**src/rtl/i2c_cmd_pkg.sv**
```systemverilog
package i2c_cmd_pkg;
  typedef enum logic [2:0] {
    ST_IDLE,
    ST_ADDR,
    ST_ADDR_ACK,
    ST_WR_DATA,
    ST_WR_ACK,
    ST_RD_DATA,
    ST_RD_ACK
  } slv_state_t;

  localparam logic [4:0] ADDR_FIXED  = 5'b00111;
  localparam logic [7:0] STATUS_BASE = 8'h80;
endpackage

```
**src/rtl/i2c_line_filter.sv**
```systemverilog
module i2c_line_filter #(
  parameter int         SYNC_STAGES = 2,
  parameter int         FILT_LEN    = 3,
  parameter logic       RST_VAL     = 1'b1
) (
  input  logic clk,
  input  logic rst,
  input  logic din,
  output logic dout
);
  localparam int CW = $clog2(FILT_LEN + 1);
  localparam logic [CW-1:0] CNT_LAST = CW'(FILT_LEN - 1);

  logic [SYNC_STAGES-1:0] sync_q;
  logic [CW-1:0]          cnt_q;
  logic                   filt_q;

  always_ff @(posedge clk) begin
    if (rst) sync_q <= {SYNC_STAGES{RST_VAL}};
    else     sync_q <= {sync_q[SYNC_STAGES-2:0], din};
  end

  // The filtered level follows the synchronised level only after it has
  // differed for FILT_LEN consecutive cycles.
  always_ff @(posedge clk) begin
    if (rst) begin
      cnt_q  <= '0;
      filt_q <= RST_VAL;
    end else if (sync_q[SYNC_STAGES-1] == filt_q) begin
      cnt_q <= '0;
    end else if (cnt_q == CNT_LAST) begin
      cnt_q  <= '0;
      filt_q <= sync_q[SYNC_STAGES-1];
    end else begin
      cnt_q <= cnt_q + 1'b1;
    end
  end

  assign dout = filt_q;
endmodule

```
**src/rtl/i2c_bus_events.sv**
```systemverilog
module i2c_bus_events (
  input  logic clk,
  input  logic rst,
  input  logic scl,
  input  logic sda,
  output logic scl_rise,
  output logic scl_fall,
  output logic start_det,
  output logic stop_det
);
  logic scl_d, sda_d;

  always_ff @(posedge clk) begin
    if (rst) begin
      scl_d <= 1'b1;
      sda_d <= 1'b1;
    end else begin
      scl_d <= scl;
      sda_d <= sda;
    end
  end

  assign scl_rise  =  scl & ~scl_d;
  assign scl_fall  = ~scl &  scl_d;
  assign start_det =  scl &  scl_d &  sda_d & ~sda;
  assign stop_det  =  scl &  scl_d & ~sda_d &  sda;
endmodule

```
**src/rtl/i2c_slave_fsm.sv**
```systemverilog
module i2c_slave_fsm
  import i2c_cmd_pkg::*;
#(
  parameter int STATUS_W = 2
) (
  input  logic                clk,
  input  logic                rst,
  input  logic                en,
  input  logic [6:0]          addr7,
  input  logic                sda,
  input  logic                scl_rise,
  input  logic                scl_fall,
  input  logic                start_det,
  input  logic                stop_det,
  input  logic [STATUS_W-1:0] status_sel,
  output logic                sda_pull,
  output logic [7:0]          cmd_data,
  output logic                cmd_valid
);
  slv_state_t state_q;
  logic [2:0] bitcnt_q;
  logic [7:0] rx_q;
  logic [7:0] tx_q;
  logic       done_q;
  logic       rw_q;
  logic       nack_q;
  logic [7:0] status_byte;

  assign status_byte = STATUS_BASE | 8'(status_sel);

  always_ff @(posedge clk) begin
    if (rst) begin
      state_q   <= ST_IDLE;
      bitcnt_q  <= '0;
      rx_q      <= '0;
      tx_q      <= '0;
      done_q    <= 1'b0;
      rw_q      <= 1'b0;
      nack_q    <= 1'b0;
      sda_pull  <= 1'b0;
      cmd_data  <= '0;
      cmd_valid <= 1'b0;
    end else begin
      cmd_valid <= 1'b0;
      if (!en) begin
        state_q  <= ST_IDLE;
        sda_pull <= 1'b0;
      end else if (start_det) begin
        state_q  <= ST_ADDR;
        bitcnt_q <= '0;
        done_q   <= 1'b0;
        sda_pull <= 1'b0;
      end else if (stop_det) begin
        state_q  <= ST_IDLE;
        done_q   <= 1'b0;
        sda_pull <= 1'b0;
      end else begin
        unique case (state_q)
          ST_ADDR, ST_WR_DATA: begin
            if (scl_rise) begin
              rx_q     <= {rx_q[6:0], sda};
              bitcnt_q <= bitcnt_q + 1'b1;
              done_q   <= (bitcnt_q == 3'd7);
            end else if (scl_fall && done_q) begin
              done_q <= 1'b0;
              if (state_q == ST_ADDR) begin
                if (rx_q[7:1] == addr7) begin
                  sda_pull <= 1'b1;
                  rw_q     <= rx_q[0];
                  state_q  <= ST_ADDR_ACK;
                end else begin
                  state_q <= ST_IDLE;
                end
              end else begin
                sda_pull  <= 1'b1;
                cmd_data  <= rx_q;
                cmd_valid <= 1'b1;
                state_q   <= ST_WR_ACK;
              end
            end
          end
          ST_ADDR_ACK: begin
            if (scl_fall) begin
              bitcnt_q <= '0;
              if (rw_q) begin
                tx_q     <= status_byte;
                sda_pull <= ~status_byte[7];
                state_q  <= ST_RD_DATA;
              end else begin
                sda_pull <= 1'b0;
                state_q  <= ST_WR_DATA;
              end
            end
          end
          ST_WR_ACK: begin
            if (scl_fall) begin
              sda_pull <= 1'b0;
              bitcnt_q <= '0;
              state_q  <= ST_WR_DATA;
            end
          end
          ST_RD_DATA: begin
            if (scl_fall) begin
              if (bitcnt_q == 3'd7) begin
                sda_pull <= 1'b0;
                state_q  <= ST_RD_ACK;
              end else begin
                tx_q     <= {tx_q[6:0], 1'b0};
                sda_pull <= ~tx_q[6];
                bitcnt_q <= bitcnt_q + 1'b1;
              end
            end
          end
          ST_RD_ACK: begin
            if (scl_rise) begin
              nack_q <= sda;
            end else if (scl_fall) begin
              if (nack_q) begin
                state_q <= ST_IDLE;
              end else begin
                bitcnt_q <= '0;
                tx_q     <= status_byte;
                sda_pull <= ~status_byte[7];
                state_q  <= ST_RD_DATA;
              end
            end
          end
          default: begin
            sda_pull <= 1'b0;
          end
        endcase
      end
    end
  end
endmodule

```
**src/rtl/i2c_cmd_slave.sv**
```systemverilog
module i2c_cmd_slave
  import i2c_cmd_pkg::*;
#(
  parameter int SYNC_STAGES = 2,
  parameter int FILT_LEN    = 3,
  parameter int STATUS_W    = 2
) (
  input  logic                clk,
  input  logic                rst,
  input  logic                scl_i,
  input  logic                sda_i,
  input  logic                strap_sel,
  input  logic                strap_a2,
  input  logic                strap_a1,
  input  logic [STATUS_W-1:0] status_sel,
  output logic                sda_pull,
  output logic [7:0]          cmd_data,
  output logic                cmd_valid
);
  localparam int NLINES = 2;

  logic [NLINES-1:0] line_raw;
  logic [NLINES-1:0] line_f;
  logic              sel_q;
  logic [1:0]        strap_addr_q;
  logic              scl_rise, scl_fall, start_det, stop_det;

  assign line_raw = {sda_i, scl_i};

  genvar gi;
  generate
    for (gi = 0; gi < NLINES; gi++) begin : g_line
      i2c_line_filter #(
        .SYNC_STAGES(SYNC_STAGES),
        .FILT_LEN   (FILT_LEN),
        .RST_VAL    (1'b1)
      ) u_filt (
        .clk (clk),
        .rst (rst),
        .din (line_raw[gi]),
        .dout(line_f[gi])
      );
    end
  endgenerate

  // Straps follow the pins while reset is held and freeze on release.
  always_ff @(posedge clk) begin
    if (rst) begin
      sel_q        <= strap_sel;
      strap_addr_q <= {strap_a2, strap_a1};
    end
  end

  i2c_bus_events u_events (
    .clk      (clk),
    .rst      (rst),
    .scl      (line_f[0]),
    .sda      (line_f[1]),
    .scl_rise (scl_rise),
    .scl_fall (scl_fall),
    .start_det(start_det),
    .stop_det (stop_det)
  );

  i2c_slave_fsm #(
    .STATUS_W(STATUS_W)
  ) u_fsm (
    .clk       (clk),
    .rst       (rst),
    .en        (~sel_q),
    .addr7     ({ADDR_FIXED, strap_addr_q}),
    .sda       (line_f[1]),
    .scl_rise  (scl_rise),
    .scl_fall  (scl_fall),
    .start_det (start_det),
    .stop_det  (stop_det),
    .status_sel(status_sel),
    .sda_pull  (sda_pull),
    .cmd_data  (cmd_data),
    .cmd_valid (cmd_valid)
  );
endmodule

```
**config.mk**
```make
export PLATFORM = sky130hd
export DESIGN_NAME = i2c_cmd_slave
export DESIGN_NICKNAME = d
export VERILOG_FILES = /design/src/rtl/i2c_cmd_pkg.sv /design/src/rtl/i2c_line_filter.sv /design/src/rtl/i2c_bus_events.sv /design/src/rtl/i2c_slave_fsm.sv /design/src/rtl/i2c_cmd_slave.sv
export SDC_FILE = /design/constraint.sdc
export NUM_CORES = 1
export LEC_CHECK = 0
export BUFFER_PORTS_ARGS = -buffer_cell sky130_fd_sc_hd__clkbuf_2
export CORE_MARGIN = 1.5
export CORE_UTILIZATION = 40
export DETAILED_ROUTE_END_ITERATION = 10
export SLEW_MARGIN = 0
export SYNTH_ARGS = -nofsm -noshare
export SYNTH_HDL_FRONTEND = slang
export SYNTH_HIERARCHICAL = 1
export SYNTH_SLANG_ARGS = --single-unit
```
**constraint.sdc**
```tcl
create_clock -name clk -period 2.6 [get_ports clk]
set_clock_uncertainty 0.15 [all_clocks]
set_input_delay 0.52 -clock clk [delete_from_list [all_inputs] [get_ports clk]]
set_output_delay 0.52 -clock clk [all_outputs]
set_load 0.005 [all_outputs]
```
## After elaboration in Yosys (flattened, before gate mapping)

Cells that the tools add are included.

- Logic and storage cells: 162
- Output and inout bits: 10
- Register bits: 49

- Mux-type cells: 50
- Eq/ne operators: 41
- Bitwise operators: 21
- $add $sub $neg: 3
- Reduce and logical (&&, ||, !) cells: 26

Operators by type and width:

| kind | number |
|---|---|
| 3-bit 2-to-1 mux | 20 |
| 7-bit 2-to-1 mux | 7 |
| 4-bit by 3-bit inequality test with 1-bit output (second input constant) | 6 |
| 7-bit one-hot mux with 3 select lines | 1 |
| 1-bit 2-to-1 mux | 18 |
| 9-bit AND reduction | 2 |
| 2-bit by 1-bit inequality test with 1-bit output (second input constant) | 8 |
| 8-bit AND reduction | 2 |
| 3-bit inequality test (second input constant) | 5 |
| 3-bit one-hot mux with 5 select lines | 1 |
| 1-bit inverter | 14 |
| 3-bit equality test (second input constant) | 4 |
| 3-bit one-hot mux with 4 select lines | 1 |
| 11-bit AND reduction | 1 |
| 2-bit inequality test (second input constant) | 5 |
| 10-bit AND reduction | 1 |
| 5-bit AND reduction | 2 |
| 5-bit nonzero test | 2 |
| 4-bit inequality test (second input constant) | 2 |
| 1-bit AND | 7 |
| 7-bit by 5-bit equality test with 1-bit output | 1 |
| 7-bit AND reduction | 1 |
| 7-bit nonzero test | 1 |
| 7-bit OR reduction | 1 |
| 18 further kinds | 28 |

## Longest topological paths before layout

Gate-level depths: netlist of the first run.

- Depth after elaboration: 8
- Mapped depth: 8
- Gate-level depth less buffers: 7

## Cells and area by module

The synthesis of the first run kept the hierarchy.

Modules (own cells, without submodules):

| module | area each (µm²) | sequential area each (µm²) | instances | cells each |
|---|---|---|---|---|
| i2c_slave_fsm | 1829.3 | 680.7 | 1 | 222 |
| i2c_line_filter | 166.4 | 100.1 | 2 | 14 |
| i2c_cmd_slave | 101.3 | 90.1 | 1 | 6 |
| i2c_bus_events | 85.1 | 40.0 | 1 | 8 |

## Worst setup path before layout of the first run

No wires, ideal clock.

- Path kind: register to register
- Start point: reg g_line[1].u_filt.filt_q
- End point: reg u_fsm.cmd_data[1]
- Setup time: 0.070 ns
- Path slack: 0.522 ns
- Data required time: 2.380 ns
- Stages on the path, launching flop included: 9
- Data arrival time: 1.858 ns
- Period minus slack after synthesis: 2.078 ns
- Cell sequence: dfxtp_1 and4b_1 or3b_2 buf_4 nor2_8 and3_1 buf_4 nand2_1 a21oi_1

- Cells in the longest elaborated chain, start to end: 4

Ends and longest elaborated chain:

| element | RTL line | RTL |
|---|---|---|
| start: declaration | i2c_line_filter.sv:16 | `logic filt_q;` |
| start signal: assignment | i2c_line_filter.sv:33 | `filt_q <= sync_q[SYNC_STAGES-1];` |
| 1-bit inverter | i2c_bus_events.sv:25 | `assign start_det = scl & scl_d & sda_d & ~sda;` |
| 1-bit AND | i2c_bus_events.sv:25 |  |
| net start_det | i2c_cmd_slave.sv:26 | `logic scl_rise, scl_fall, start_det, stop_det;` |
| 1-bit inverter (no source line) | n/a |  |
| 7-bit AND reduction (no source line) | n/a |  |
| end signal: assignment | i2c_slave_fsm.sv:76 | `cmd_data <= rx_q;` |
| end: declaration | i2c_slave_fsm.sv:17 | `output logic [7:0] cmd_data,` |

The timed path passes the listed nets, and every way through them passes these cells.
A chain may end at the register's enable or synchronous reset.

## Worst setup path after layout of the first run

- Start point: reg g_line[1].u_filt.filt_q
- End point: reg u_fsm.cmd_data[6]

Same word-level chain as after synthesis.

==> flow_summary.yaml, run 1 <==
status:
  status: "complete, no violations"
timing:
  rsz0062_at_grt: "no"
  whs_ns: 0.240
  clock.fmax_ghz: 0.424
  setup_viol: 0
  final-hold-violation-count: 0
  maxSlewViolCount: 0
  finalWorstSetupSlack_ns: 0.241
  post-route-period-util_pct: 90.7
  min_period_ns: 2.36
  worstMarginPinSlew_ns: 0.615
  fin_tns_setup_ns: 0
  relSlewSlack_pct: 58.3
power_and_ir_drop:
  p_leak_nw: 0.999
  ir_drop_mv: 0.379
  power.density_nw_per_um2: 479
global_routing:
  met1_usage_pct: 23.1
  grtUsageTotal_pct: 15.9
  grt-busiest-layer: "met1"
  grt_overflow: 0
  antenna_found_initial: 0
  grt_pass1_vias: 1698
  grt_first_pass_wirelength_um: 7870
  grtUsageMet2_pct: 22.9
  global_route.usage.met3_pct: 4.11
  grt_max_degree: 24
cts:
  clock_latency_ns: 0.30
  clk_pin_slew_ns: 0.09
  cts_resized: 0
  htreeDepth: 2
  cts_buffer_depth: 2
  postCtsSetupBuffers: 0
  cts_made_buffers: 5
  root_buffer: "clkbuf_8"
  cts_tree: "done"
  cts_num_sinks: 49
  cts_hold_buf: 0
cells_and_area:
  regArea_um2: 1010
  stdcell_area_um2: 2630
  final_util_pct: 47.2
  drive_gt1_share_pct: 15.9
  n_antenna_cell: 0
  multiInputGateArea_um2: 1270
  fin_nets: 302
  syn_to_final_growth_pct: 12.0
  nFillCells: 554
critical_path:
  end_kind: "flip-flop"
  cp-start-kind: "flip-flop"
  setup.worst_path.start: "g_line[1].u_filt/dout"
  rr_startpoint: "g_line[1].u_filt/dout"
  cp_cell_sequence: "and4b_1 -> or3b_2 -> nor2_8 -> and3_1 -> nand2_1 -> a21oi_1"
  critPathMaxStageDelay_ns: 0.64
  crit_fanout: 9
  cp.required_ns: 2.69
  crit_slowest_cell: "or3b_2"
  criticalPathCategory: "flip-flop to flip-flop"
  critPathArrivalTime_ns: 2.45
yosys:
  yosys.area_share.simple_pct: 26.7
  avgSynthCellArea_um2: 8.90
  yosysTopAreaCellShare_pct: 39.2
  synth_area_um2: 2350
  yosysMostFrequentCell: "dfxtp_1"
  yosys-top-cells-count: "46 x dfxtp_1, 28 x nand2_1, 22 x nor2_1"
  synthAdderAreaFrac_pct: 2.66
  synth_top_area_cell: "dfxtp_1"
  synth_top_family_by_area: "simple AND/OR/NAND/NOR gates"
  synth_flop_cell: "dfxtp_1"
  muxShareOfSynthArea_pct: 5.97
  synth_compound_area_share_pct: 14.0
  synth-edff-count: 3
  ys_types: 52
  synthCells: 264
  synth_area_leaders: "dfxtp_1 39%, mux2i_1 6.0%, nand2_1 4.5%"
  synth_xor_area_share_pct: 3.73
  yosysWarnings: 6
  ys_async_sr_fraction_pct: 0
  synth_seq_cells: 49
  ys_seq_area_share_pct: 43.0
route:
  viasPerCell: 5.15
  drt_iter0_drc: 121
  firstDrtPassIters: 4
  vias: 1858
  wire_per_inst_um: 12.6
  drt-total-wl_um: 4560
  ant_nets: 0
  remaining_drc_errors: 0
die:
  core_area_um2: 5570
  fp.dieW_um: 79.6
  core.rowCount: 27
  die_h_um: 79.6
  initial_core_util_pct: 42.1
  io_pins: 19
  dieArea_um2: 6340
flow_run:
  drv_cap: 0
place:
  pre_cts_slack_ns: 0.271
  hpwl_um: 3310
  dpl-instance-area_um2: 2540
  portBuffers: 18
  finalWeightedCongestion: 0.802
worst_hold_path:
  min_from: "strap_a2"
  hold_class: "input pin to flip-flop"
layout make-up:
type / count / area share (%)
Inverter: 5 / 0.714
Clock inverter: 3 / 0.666
Timing Repair Buffer: 27 / 5.99
Clock buffer: 5 / 2.62
Multi-Input combinational cell: 200 / 48.1
Tap cell: 72 / 3.43
Sequential cell: 49 / 38.4
report_power, final:
part | internal (W) | leakage, nW | switching (W) | total [W]
Sequential | 0.000766 | 0.401 | 0.00000325 | 0.000769
Combinational | 0.0000231 | 0.554 | 0.0000333 | 0.0000564
Clock | 0.000186 | 0.0439 | 0.000249 | 0.000435
Total | 0.000975 | 0.999 | 0.000286 | 0.00126
cell usage in the layout (no fill, tap or decap), drive strengths merged, types with 9 or more instances in the layout:
cell type | Yosys | routed
a21oi | 18 | 18
buf | 8 | 9
clkbuf | 5 | 23
dfxtp | 46 | 46
mux2i | 14 | 14
nand2 | 29 | 29
nand2b | 12 | 12
nand3 | 11 | 11
nor2 | 24 | 24
nor2b | 11 | 11
xnor2 | 10 | 10
final timing paths:
path / to / slack, ns / cells past startpoint
setup / recovery: u_fsm/cmd_data[6] / 0.24 / 6
hold / removal: strap_addr_q[1] / 0.24 / 1
setup reg to reg: u_fsm/cmd_data[6] / 0.24 / 6
hold reg to reg: g_line[0].u_filt/sync_q[1] / 0.27 / 1
layer usage:
layer / vias up / wire length, um
met2: 34 / 1920
met1: 849 / 2380
met4: 0 / 41
li1: 970 / -
met5: - / 0
met3: 5 / 223
critical path, delay by kind of cell, from the launching register on:
| family | cells | cell delay [ns] |
|---|---|---|
| simple gates | 5 | 1.56 |
| compound gates | 1 | 0.14 |
| flops | 1 | 0.45 |
registers in the layout, indices dropped and copies added (netlist names):
name / flops
g_line.u_filt/cnt_q: 4
g_line.u_filt/dout: 2
g_line.u_filt/sync_q: 4
sel_q: 1
strap_addr_q: 2
u_events/scl_d: 1
u_events/sda_d: 1
u_fsm/bitcnt_q: 3
u_fsm/cmd_data: 8
u_fsm/cmd_valid: 1
u_fsm/done_q: 1
u_fsm/nack_q: 1
u_fsm/rw_q: 1
u_fsm/rx_q: 8
u_fsm/sda_pull: 1
u_fsm/state_q: 3
u_fsm/tx_q: 7
cells by family (layout without fill, tap and decap cells):
group           Yosys count  after routing
simple gates            117            117
compound gates           49             49
flops                    49             49
buf+inv                  18             40
mux                      14             14
xor+xnor                 10             10
fa+ha+maj                 5              5
other cells               2              5
through the flow:
step / instances / total power, W
floorplan: 267 / 0.000823
global placement: 353 / 0.000843
detailed placement: 353 / 0.000843
CTS: 361 / 0.00128
global route: 361 / 0.00132
finish: 361 / 0.00126
Note: power is estimated with default switching activity, not from simulation.
==> run 2: changes to the inputs <==
- CORE_UTILIZATION: 40 -> 50
- PLACE_DENSITY: not set -> 0.68
==> flow_summary.yaml, run 2 (synthesis results as in run 1) <==
route:
  drt-total-wl_um: 4460
  firstDrtPassIters: 6
  wire_per_inst_um: 13.1
  ant_nets: 0
  viasPerCell: 5.43
  remaining_drc_errors: 0
  vias: 1840
  drt_iter0_drc: 99
flow_run:
  drv_cap: 0
cells_and_area:
  nFillCells: 426
  n_antenna_cell: 0
  syn_to_final_growth_pct: 11.7
  final_util_pct: 59.0
  fin_nets: 300
  stdcell_area_um2: 2620
  most-common-layout-cells: "46 x dfxtp_1, 28 x nand2_1, 22 x nor2_1"
  final_common_cell: "dfxtp_1"
  reg_top3: "u_fsm/cmd_data x8, u_fsm/rx_q x8, u_fsm/tx_q x7"
  drive_gt1_share_pct: 15.3
timing:
  rsz0062_at_grt: "no"
  maxSlewViolCount: 0
  final-hold-violation-count: 0
  finalWorstSetupSlack_ns: 0.243
  relSlewSlack_pct: 63.5
  fin_tns_setup_ns: 0
  post-route-period-util_pct: 90.7
  min_period_ns: 2.36
  setup_viol: 0
  worstMarginPinSlew_ns: 0.539
  clock.fmax_ghz: 0.424
cts:
  postCtsSetupBuffers: 0
  cts_hold_buf: 0
  htreeDepth: 2
  clk_pin_slew_ns: 0.10
  cts_num_sinks: 49
  cts_tree: "done"
  cts_made_buffers: 5
  cts_buffer_depth: 2
  clock_latency_ns: 0.31
  root_buffer: "clkbuf_8"
  cts_resized: 0
global_routing:
  grt_overflow: 0
  grt_pass1_vias: 1645
  grt_max_degree: 28
  grt_first_pass_wirelength_um: 7690
  antenna_found_initial: 0
  grtUsageTotal_pct: 19.1
critical_path:
  criticalPathCategory: "flip-flop to flip-flop"
  cp.required_ns: 2.69
  crit_fanout: 9
  critPathArrivalTime_ns: 2.45
  cp-start-kind: "flip-flop"
  end_kind: "flip-flop"
place:
  dpl-instance-area_um2: 2500
  finalWeightedCongestion: 0.848
  pre_cts_slack_ns: 0.255
  portBuffers: 18
  hpwl_um: 3120
die:
  core_area_um2: 4440
  core.rowCount: 24
  die_h_um: 71.5
  fp.dieW_um: 71.5
  io_pins: 19
  initial_core_util_pct: 52.8
  dieArea_um2: 5120
power_and_ir_drop:
  p_leak_nw: 1.01
  power.density_nw_per_um2: 533
  ir_drop_mv: 0.404
worst_hold_path:
  hold_class: "input pin to flip-flop"
status:
  status: "complete, no violations"
## run 2: cell types whose count changed in the layout (fill, tap and decap cells not counted)
cell	previous run	this run
buf_4	9	7
inv_8	0	1
clkinvlp_4	1	0
clkinv_2	2	0
bufinv_16	0	1
clkinv_4	0	1
## run 2: metrics by stage
step           power, W  hold slack, ns  cells
2_1_floorplan  0.000823           0.239    267
3_3_place_gp   0.000841           0.245    331
3_5_place_dp   0.000842           0.247    331
4_1_cts         0.00141           0.220    339
5_1_grt         0.00145           0.213    339
6_report        0.00140           0.226    339
## run 2: final timing paths
path | from | end | slack [ns] | depth (start not counted)
setup reg to reg | g_line[1].u_filt/dout | u_fsm/cmd_data[1] | 0.24 | 6
hold / removal | strap_a2 | strap_addr_q[1] | 0.23 | 1
setup / recovery | g_line[1].u_filt/dout | u_fsm/cmd_data[1] | 0.24 | 6
hold reg to reg | g_line[1].u_filt/sync_q[0] | g_line[1].u_filt/sync_q[1] | 0.27 | 1
## run 2: report_power, final
| group | total [W] | internal (W) | switching [W] |
|---|---|---|---|
| Clock | 0.000573 | 0.000295 | 0.000278 |
| Sequential | 0.000769 | 0.000766 | 0.00000359 |
| Combinational | 0.0000551 | 0.0000220 | 0.0000331 |
| Total | 0.00140 | 0.00108 | 0.000314 |
## run 2: worst max-delay path: stages (launching register included)
cell and delay (ns):
dfxtp_1 0.44, and4b_1 0.28, or3b_2 0.62, nor2_8 0.20
and3_1 0.36, nand2_1 0.11, a21oi_1 0.14
## run 2: metal layers
| layer | up-vias | track usage [%] | wire length [um] |
|---|---|---|---|
| li1 | 969 | - | - |
| met1 | 834 | 27.2 | 2330 |
| met2 | 33 | 28.9 | 1930 |
| met3 | 4 | 4.22 | 155 |
| met4 | 0 | 6.29 | 38 |
| met5 | - | 0 | 0 |
## run 2: cell type report
class                   instances  area [um2]  share of cell area (%)
clock buffers                   5        68.8                    2.62
well taps                      52        65.1                    2.48
multi-input cells             200        1270                    48.3
inverters                       5        18.8                   0.716
flip-flops and latches         49        1010                    38.5
clock inverters                 3        50.0                    1.91
repair buffers                 25         143                    5.44
